===== src/rtl/ivg_pkg.sv =====
package ivg_pkg;
  localparam int VEC_W  = 7;
  localparam int ADDR_W = 21;
  localparam int BASE_W = 13;
  localparam int FHI_W  = ADDR_W - 16;
  localparam int BUS_W  = 16;
  localparam int REG_AW = 5;
  localparam int NUM_FAST = 2;
  localparam int LVL_PER_REG = BUS_W / 2;

  localparam logic [REG_AW-1:0] A_BASE = 5'd0;
  localparam logic [REG_AW-1:0] A_LVL0 = 5'd8;

  // Rank codes used by the arbiter, higher wins
  localparam logic [2:0] RANK_F1 = 3'd3;
  localparam logic [2:0] RANK_F0 = 3'd4;
  localparam logic [2:0] RANK_L3 = 3'd5;

  typedef struct packed {
    logic             valid;
    logic             fast0;
    logic             fast1;
    logic [VEC_W-1:0] vecNum;
  } arbSel_t;
endpackage


===== src/rtl/ivg_ctrl.sv =====
module ivg_ctrl
  import ivg_pkg::*;
#(
  parameter int NUM_IRQ = 32
) (
  input  logic [NUM_IRQ-1:0]          irqPending,
  input  logic [NUM_IRQ-1:0][1:0]     lvl,
  input  logic [NUM_FAST-1:0][VEC_W-1:0] fastMatch,
  output arbSel_t                     sel
);
  always_comb begin
    logic [2:0] best;
    logic [2:0] rank;
    logic       hit0;
    logic       hit1;
    best = 3'd0;
    sel  = '0;
    // Descending scan with >= so the lowest index wins ties
    for (int i = NUM_IRQ - 1; i >= 0; i--) begin
      hit0 = (lvl[i] == 2'd2) && (fastMatch[0] == VEC_W'(i));
      hit1 = (lvl[i] == 2'd2) && (fastMatch[1] == VEC_W'(i)) && !hit0;
      if (lvl[i] == 2'd3)  rank = RANK_L3;
      else if (hit0)       rank = RANK_F0;
      else if (hit1)       rank = RANK_F1;
      else                 rank = {1'b0, lvl[i]};
      if (irqPending[i] && (lvl[i] != 2'd0) && (rank >= best)) begin
        best       = rank;
        sel.valid  = 1'b1;
        sel.fast0  = hit0;
        sel.fast1  = hit1;
        sel.vecNum = VEC_W'(i);
      end
    end
  end
endmodule


===== src/rtl/ivg_datapath.sv =====
module ivg_datapath
  import ivg_pkg::*;
#(
  parameter int NUM_IRQ = 32
) (
  input  logic                          clk,
  input  logic                          rstN,
  input  logic [REG_AW-1:0]             regAddr,
  input  logic                          regWrEn,
  input  logic [BUS_W-1:0]              regWrData,
  output logic [BUS_W-1:0]              regRdData,
  input  arbSel_t                       sel,
  output logic [NUM_IRQ-1:0][1:0]       lvl,
  output logic [NUM_FAST-1:0][VEC_W-1:0] fastMatch,
  output logic                          irqValid,
  output logic [VEC_W-1:0]              vecNum,
  output logic [ADDR_W-1:0]             fetchAddr,
  output logic                          isFast
);
  localparam int LVL_REGS = NUM_IRQ / LVL_PER_REG;

  logic [BASE_W-1:0]                 baseReg;
  logic [NUM_FAST-1:0][15:0]         fastLo;
  logic [NUM_FAST-1:0][FHI_W-1:0]    fastHi;

  always_ff @(posedge clk) begin
    if (!rstN) baseReg <= '0;
    else if (regWrEn && regAddr == A_BASE) baseReg <= regWrData[BASE_W-1:0];
  end

  for (genvar c = 0; c < NUM_FAST; c++) begin : gFast
    localparam logic [REG_AW-1:0] A_M  = REG_AW'(1 + 3 * c);
    localparam logic [REG_AW-1:0] A_LO = REG_AW'(2 + 3 * c);
    localparam logic [REG_AW-1:0] A_HI = REG_AW'(3 + 3 * c);
    always_ff @(posedge clk) begin
      if (!rstN) begin
        fastMatch[c] <= '0;
        fastLo[c]    <= '0;
        fastHi[c]    <= '0;
      end else if (regWrEn) begin
        if (regAddr == A_M)  fastMatch[c] <= regWrData[VEC_W-1:0];
        if (regAddr == A_LO) fastLo[c]    <= regWrData;
        if (regAddr == A_HI) fastHi[c]    <= regWrData[FHI_W-1:0];
      end
    end
  end

  for (genvar k = 0; k < LVL_REGS; k++) begin : gLvl
    always_ff @(posedge clk) begin
      if (!rstN) lvl[LVL_PER_REG*k +: LVL_PER_REG] <= '0;
      else if (regWrEn && regAddr == REG_AW'(A_LVL0 + k))
        lvl[LVL_PER_REG*k +: LVL_PER_REG] <= regWrData;
    end
  end

  always_comb begin
    regRdData = '0;
    if (regAddr == A_BASE) regRdData[BASE_W-1:0] = baseReg;
    for (int c = 0; c < NUM_FAST; c++) begin
      if (regAddr == REG_AW'(1 + 3 * c)) regRdData[VEC_W-1:0] = fastMatch[c];
      if (regAddr == REG_AW'(2 + 3 * c)) regRdData = fastLo[c];
      if (regAddr == REG_AW'(3 + 3 * c)) regRdData[FHI_W-1:0] = fastHi[c];
    end
    for (int k = 0; k < LVL_REGS; k++)
      if (regAddr == REG_AW'(A_LVL0 + k)) regRdData = lvl[LVL_PER_REG*k +: LVL_PER_REG];
  end

  always_comb begin
    irqValid = sel.valid;
    isFast   = sel.fast0 | sel.fast1;
    vecNum   = sel.valid ? sel.vecNum : '0;
    if (sel.fast0)      fetchAddr = {fastHi[0], fastLo[0]};
    else if (sel.fast1) fetchAddr = {fastHi[1], fastLo[1]};
    else if (sel.valid) fetchAddr = {baseReg, sel.vecNum, 1'b0};
    else                fetchAddr = '0;
  end
endmodule


===== src/rtl/irq_vector_gen.sv =====
module irq_vector_gen
  import ivg_pkg::*;
#(
  parameter int NUM_IRQ = 32
) (
  input  logic               clk,
  input  logic               rstN,
  input  logic [4:0]         regAddr,
  input  logic               regWrEn,
  input  logic [15:0]        regWrData,
  output logic [15:0]        regRdData,
  input  logic [NUM_IRQ-1:0] irqPending,
  output logic               irqValid,
  output logic [6:0]         vecNum,
  output logic [20:0]        fetchAddr,
  output logic               isFast
);
  arbSel_t                        sel;
  logic [NUM_IRQ-1:0][1:0]        lvl;
  logic [NUM_FAST-1:0][VEC_W-1:0] fastMatch;

  ivg_ctrl #(.NUM_IRQ(NUM_IRQ)) ctrl_i (
    .irqPending(irqPending),
    .lvl(lvl),
    .fastMatch(fastMatch),
    .sel(sel)
  );

  ivg_datapath #(.NUM_IRQ(NUM_IRQ)) dp_i (
    .clk(clk),
    .rstN(rstN),
    .regAddr(regAddr),
    .regWrEn(regWrEn),
    .regWrData(regWrData),
    .regRdData(regRdData),
    .sel(sel),
    .lvl(lvl),
    .fastMatch(fastMatch),
    .irqValid(irqValid),
    .vecNum(vecNum),
    .fetchAddr(fetchAddr),
    .isFast(isFast)
  );
endmodule


===== config.mk =====
export PLATFORM = sky130hd
export DESIGN_NAME = irq_vector_gen
export DESIGN_NICKNAME = d
export VERILOG_FILES = /design/src/rtl/ivg_pkg.sv /design/src/rtl/ivg_ctrl.sv /design/src/rtl/ivg_datapath.sv /design/src/rtl/irq_vector_gen.sv
export SDC_FILE = /design/constraint.sdc
export NUM_CORES = 1
export LEC_CHECK = 0
export ABC_AREA = 1
export BUFFER_PORTS_ARGS = -buffer_cell sky130_fd_sc_hd__clkbuf_2
export CAP_MARGIN = 20
export CORE_ASPECT_RATIO = 0.9
export CORE_MARGIN = 4
export CORE_UTILIZATION = 40
export CTS_BUF_LIST = sky130_fd_sc_hd__clkbuf_8
export CTS_CLUSTER_DIAMETER = 60
export DETAILED_ROUTE_END_ITERATION = 7
export HOLD_SLACK_MARGIN = 0.06
export PLACE_DENSITY_LB_ADDON = 0.25
export SETUP_SLACK_MARGIN = 0.05
export SLEW_MARGIN = 10
export SYNTH_ARGS = -nofsm -noshare
export SYNTH_HDL_FRONTEND = slang
export SYNTH_SLANG_ARGS = --single-unit

===== constraint.sdc =====
create_clock -name clk -period 105 [get_ports clk]
set_input_delay 21 -clock clk [delete_from_list [all_inputs] [get_ports clk]]
set_output_delay 21 -clock clk [all_outputs]
set_load 0.02 [all_outputs]

==> flow_summary.yaml, run 1 <==
synth:
  syn_area_per_cell_um2: 6.13
  synth_area_um2: 13000
  synth_top_area_share_pct: 20.4
  synth.distinct_cells: 52
  synth_area_leaders: "dfxtp_1 20%, nand2_1 13%, o21ai_0 8.6%"
  yosysSeqAreaShare_pct: 20.4
  syn_inst: 2125
  ys.flop_type: "dfxtp_1"
  async_flop_share_pct: 0
  ys_ff_latch: 133
  synth-edff-count: 0
  ys_warn_count: 0
  yosysTopAreaCell: "dfxtp_1"
floorplan:
  dieArea_um2: 35500
  fp-row-count: 62
  fp.dieW_um: 198
  ios: 102
  coreArea_um2: 32000
  initial_core_util_pct: 40.7
  die_y_um: 179
drt:
  viasPerCell: 5.58
  avgRoutedWirePerCell_um: 19.2
  vias: 14500
  wirelength_um: 49900
  drtAntennaViolNets: 0
  first_pass_iters: 6
  drtIter0Drc: 1819
  drc: 0
power_and_ir_drop:
  pwr-share-seq_pct: 43.8
  swShare_pct: 33.6
  p_leak_nw: 6.25
  max-vdd-ir-drop_mv: 0.00745
  totalPowerFinal_mw: 0.118
  clkPwrFrac_pct: 36.5
  p_comb_share_pct: 19.7
  p_int_mw: 0.0783
  p_switching_mw: 0.0397
  cellPowerDensity_nw_per_um2: 8.41
status:
  status: "finished clean"
finish:
  nets: 2272
  finish.utilization_pct: 43.8
  layout_common_cells: "448 x nand2_1, 302 x inv_1, 225 x o21ai_0, 190 x nand3_1, 184 x nor2_1"
  drive_above_1_share_pct: 16.7
  final_common_cell: "nand2_1"
  multi_input_area_um2: 8660
  finalNonFillerCells: 2605
  final_cell_area_um2: 14000
  area_growth_pct: 7.76
  fillers: 3475
  seq_area_um2: 2660
sta:
  worstMarginPinSlew_ns: 1.14
  worst_slack_ns: 25.40
  fmax_mhz: 12.6
  clock_skew_ns: 0
  finalSetupViolations: 0
  tns_ns: 0
  hold_ws_ns: 0.472
  fin_crit_sh_pct: 75.8
  finalHoldViolCount: 0
  rsz0062_at_grt: "false"
  drv_slew: 0
  slew_headroom_pct: 23.8
  fin_crit_ns: 79.60
clocking:
  numCtsBuffers: 17
  cts-root-buf: "clkbuf_8"
  insertion_delay_ns: 0.46
  cts_resized: 0
  ctsHoldBuffers: 0
  clock_sinks: 133
  cts_setup_buffers: 0
  clk_pin_slew_worst_paths_ns: 0.09
  clock_path_buffers: 2
  htree_levels: 4
  cts_tree: "yes"
setup_path:
  cp-end-kind: "output pin"
  critPathKind: "primary input to output pin"
  cp.required_ns: 84.00
  cp_max_fo: 15
  cp_num_buf_inv: 24
  cp.arrival_ns: 58.60
  max_stage_delay_ns: 0.72
  crit_path_start_kind: "primary input"
  slowest_stage: "nand4_1"
  worst_path_most_repeated_cell: "nand2_1"
  crit_family: "simple AND/OR/NAND/NOR gates"
run:
  drv_cap: 0
placement:
  io_buffers: 99
  gp_congestion: 0.978
  dp.cells: 2572
  dp_hpwl_um: 39300
  placedInstanceArea_um2: 13700
  post-place-ws_ns: 25.54
global_routing:
  grt_max_degree: 121
  grt_usage_pct: 27.5
  grt_pass1_vias: 13000
  gr-total-overflow: 0
  antenna_found_initial: 3
  grt_pass1_wl_um: 75800
hold_path:
  hold_path_class: "register to register"
[worst paths after layout]
kind	slack (ns)	from	cells past startpoint	to
max	25.40	irqPending[31]	256	fetchAddr[19]
min	0.47	dp_i.fastLo[11]$_SDFFE_PN0P_	2	dp_i.fastLo[11]$_SDFFE_PN0P_
max reg2reg	104.15	dp_i.lvl[12]$_SDFFE_PN0P_	2	dp_i.lvl[12]$_SDFFE_PN0P_
min reg2reg	0.47	dp_i.fastLo[11]$_SDFFE_PN0P_	2	dp_i.fastLo[11]$_SDFFE_PN0P_
[power by group through the flow]
stage / clock [mW] / combinational (mW) / sequential, mW
6_report: 0.0431 / 0.0232 / 0.0517
5_1_grt: 0.0453 / 0.0251 / 0.0518
4_1_cts: 0.0430 / 0.0228 / 0.0517
2_1_floorplan: 0 / 0.0156 / 0.0526
3_3_place_gp: 0 / 0.0225 / 0.0528
3_5_place_dp: 0 / 0.0227 / 0.0528
[synthesized netlist by cell type (2+ instances only)]
cell and instances:
or2_2 16, o221ai_1 7, a211oi_1 2, buf_6 19, o21ai_0 225, nand3_1 190
nor3_1 22, dfxtp_1 133, nand3b_1 2, o22ai_2 4, buf_2 4, nand2_4 25
o21ai_2 5, o211ai_1 11, o2111ai_1 10, buf_4 2, a221oi_1 13, inv_4 5
ha_1 41, o31ai_1 2, a31oi_1 7, a21oi_4 5, a2111oi_0 4, a21oi_1 141
o41ai_1 11, nand4_1 28, clkinv_2 2, nor2_1 184, inv_2 24, clkinv_1 2
nor4_1 3, inv_1 300, nor2_2 6, o21a_1 21, nand3_2 67, nand3_4 13
nand2_2 55, clkbuf_1 51, o21ai_1 3, nand2_1 448
[logic make-up after synthesis]
kind of cell	Yosys count	share of synthesized area [%]
flops	133	20.4
other cells	1	0.0288
fa+ha+maj	41	3.94
compound gates	479	21.6
buf+inv	409	13.1
simple gates	1062	40.9
[flip-flops by register name (all words and copies together), names as in the netlist]
name and flops:
dp_i.baseReg 13, dp_i.fastHi 10, dp_i.lvl 64, dp_i.fastLo 32
dp_i.fastMatch 14
[per-layer routing]
layer  up-vias  global-route usage (%)  routed length, um
met1      6638                    39.2              22200
li1       7121                       -                  -
met4         4                    9.72               2020
met2       658                    41.3              20900
met3       123                    5.13               4740
met5         -                       0                 25
[layout make-up]
class,instances,share of cell area [%]
Clock inverter,14,0.998
Inverter,333,9.01
Multi-Input combinational cell,1584,61.7
Antenna cell,2,0.0357
Clock buffer,17,1.67
Sequential cell,133,19.0
Tap cell,416,3.71
Timing Repair Buffer,106,3.90
[tightest hold or removal path, cell delays in order (launching register included)]
cell	delay, ns
dfxtp_1	0.32
inv_1	0.06
a21oi_1	0.05
(Power assumes the default switching activity.)
==> inputs of run 2 (changes only) <==
==> constraint.sdc (replaced) <==
create_clock -name clk -period 66.8 [get_ports clk]
set_input_delay 13.36 -clock clk [delete_from_list [all_inputs] [get_ports clk]]
set_output_delay 13.36 -clock clk [all_outputs]
set_load 0.02 [all_outputs]
==> run 2 against run 1 <==
Cell area increased by 1.6%. Die area unchanged. Clock-buffer cell count increased by 2. Combinational power increased by 65%. Clock power increased by 89%. Via count increased by 1.1%. Final cell count about the same. Clock skew unchanged. Sequential power increased by 57%.
==> flow_summary.yaml, run 2 (synthesis gave the netlist of run 1 again) <==
global_routing:
  met3_usage_pct: 4.27
  gr-total-overflow: 0
  grt_max_degree: 94
  grt_usage_pct: 27.0
  grt_pass1_wl_um: 74700
  busiest_layer: "met2"
  met2_usage_pct: 41.1
  grt.met1_usage_pct: 37.8
  grt_pass1_vias: 13200
  antenna_found_initial: 2
finish:
  area_growth_pct: 9.46
  nets: 2274
  multi_input_area_um2: 8760
  drive_above_1_share_pct: 17.1
  finish.utilization_pct: 44.5
  final_common_cell: "nand2_1"
  diodes: 0
  finalNonFillerCells: 2606
  seq_area_um2: 2660
  largest_reg_flops: 64
  reg.largest.list: "dp_i.lvl (64), dp_i.fastLo (32), dp_i.fastMatch (14)"
  fillers: 3478
  layout_common_cells: "447 x nand2_1, 300 x inv_1, 218 x o21ai_0, 189 x nand3_1, 184 x nor2_1"
  top_register: "dp_i.lvl"
clocking:
  insertion_delay_ns: 0.45
  ctsHoldBuffers: 0
  clk_pin_slew_worst_paths_ns: 0.08
  cts-root-buf: "clkbuf_8"
  numCtsBuffers: 17
  htree_levels: 4
  cts_tree: "yes"
  clock_path_buffers: 2
  clock_sinks: 133
floorplan:
  die_y_um: 179
  ios: 102
  dieArea_um2: 35500
  coreArea_um2: 32000
  fp-row-count: 62
  initial_core_util_pct: 40.7
  fp.dieW_um: 198
power_and_ir_drop:
  clkPwrFrac_pct: 40.6
  swShare_pct: 31.5
  pwr-share-seq_pct: 40.4
  p_int_mw: 0.138
  p_leak_nw: 6.32
  cellPowerDensity_nw_per_um2: 14.1
  max-vdd-ir-drop_mv: 0.0126
  p_switching_mw: 0.0633
  p_comb_share_pct: 19.0
drt:
  drtIter0Drc: 1685
  first_pass_iters: 6
  wirelength_um: 49800
  drtAntennaViolNets: 0
  vias: 14700
  avgRoutedWirePerCell_um: 19.1
  viasPerCell: 5.64
  drc: 0
sta:
  slew_headroom_pct: 20.9
  tns_ns: 0
  rsz0062_at_grt: "false"
  fin_crit_sh_pct: 94.4
  fin_crit_ns: 63.07
  finalSetupViolations: 0
  finalHoldViolCount: 0
  drv_slew: 0
  worstMarginPinSlew_ns: 1.16
  clock_skew_ns: 0
  fmax_mhz: 15.9
placement:
  io_buffers: 99
  gp_congestion: 1.09
  dp.cells: 2571
  dp_hpwl_um: 39000
status:
  status: "finished clean"
setup_path:
  cp.required_ns: 53.44
  crit_path_start_kind: "primary input"
  cp.arrival_ns: 49.71
  max_stage_delay_ns: 0.35
  slowest_stage: "ha_1"
  cp-end-kind: "output pin"
  cp_max_fo: 18
  worst_path_most_repeated_cell: "nand2_1"
  critPathKind: "primary input to output pin"
hold_path:
  hold_path_class: "register to register"
run:
  drv_cap: 0
[run 2: cell types whose count changed in the layout (fill, tap and decap cells not counted), moves of 2 or more]
cell / delta
nand2_4: +3
clkbuf_8: +2
nor3_1: -2
bufinv_16: +3
nand3_2: -2
o21ai_0: -7
diode_2: -2
o21ai_1: +7
nand2_2: -3
inv_1: -2
nand3_4: +3
[run 2: layer usage]
layer	share of wire, %	vias up
met5	0.024	-
met4	5.1	2
met2	42	716
met1	43	6680
li1	-	7155
met3	9.5	150
[run 2: per-stage QoR]
stage	hold WS [ns]	instance area [um^2]	power, mW	worst slack [ns]
after floorplan	0.439	13000	0.107	6.10
after global placement	0.451	13600	0.118	3.55
after detailed placement	0.454	13600	0.119	2.61
after CTS	0.467	14100	0.198	2.51
after global routing	0.495	14300	0.207	0.00194
final	0.463	14300	0.201	3.73
[run 2: layout make-up]
cell class / count / area share [%]
inverters: 333 / 8.87
multi-input cells: 1584 / 61.4
clock buffers: 19 / 1.83
repair buffers: 108 / 4.09
clock inverters: 13 / 1.44
flip-flops and latches: 133 / 18.7
well taps: 416 / 3.65
[run 2: worst paths after layout]
kind | start | to | slack (ns) | cells after the start
setup / recovery | irqPending[31] | fetchAddr[16] | 3.73 | 266
hold / removal | dp_i.fastLo[11]$_SDFFE_PN0P_ | dp_i.fastLo[11]$_SDFFE_PN0P_ | 0.46 | 2
hold reg to reg | dp_i.fastLo[11]$_SDFFE_PN0P_ | dp_i.fastLo[11]$_SDFFE_PN0P_ | 0.46 | 2
setup reg to reg | dp_i.lvl[41]$_SDFFE_PN0P_ | dp_i.lvl[41]$_SDFFE_PN0P_ | 65.97 | 2
[run 2: what timing repair did]
action	4_1_cts	5_1_grt
endpoints found under the hold margin	0	0
setup endpoints to repair	0	28
resized for setup	0	24
buffers inserted	0	2
[run 2: power by group through the flow]
stage          Sequential (mW)  Clock [mW]  Combinational [mW]
3_3_place_gp            0.0830           0              0.0354
6_report                0.0812      0.0815              0.0382
3_5_place_dp            0.0830           0              0.0358
4_1_cts                 0.0812      0.0810              0.0359
5_1_grt                 0.0813      0.0844              0.0409
2_1_floorplan           0.0827           0              0.0245
[run 2: worst max-delay path, delay by kind of cell]
family                   cells  cell delay, ns
AO/OA/AOI/OAI               48            6.44
adder cells (fa/ha/maj)     31            8.80
buffers and inverters       27            1.96
AND/OR/NAND/NOR            160           19.00
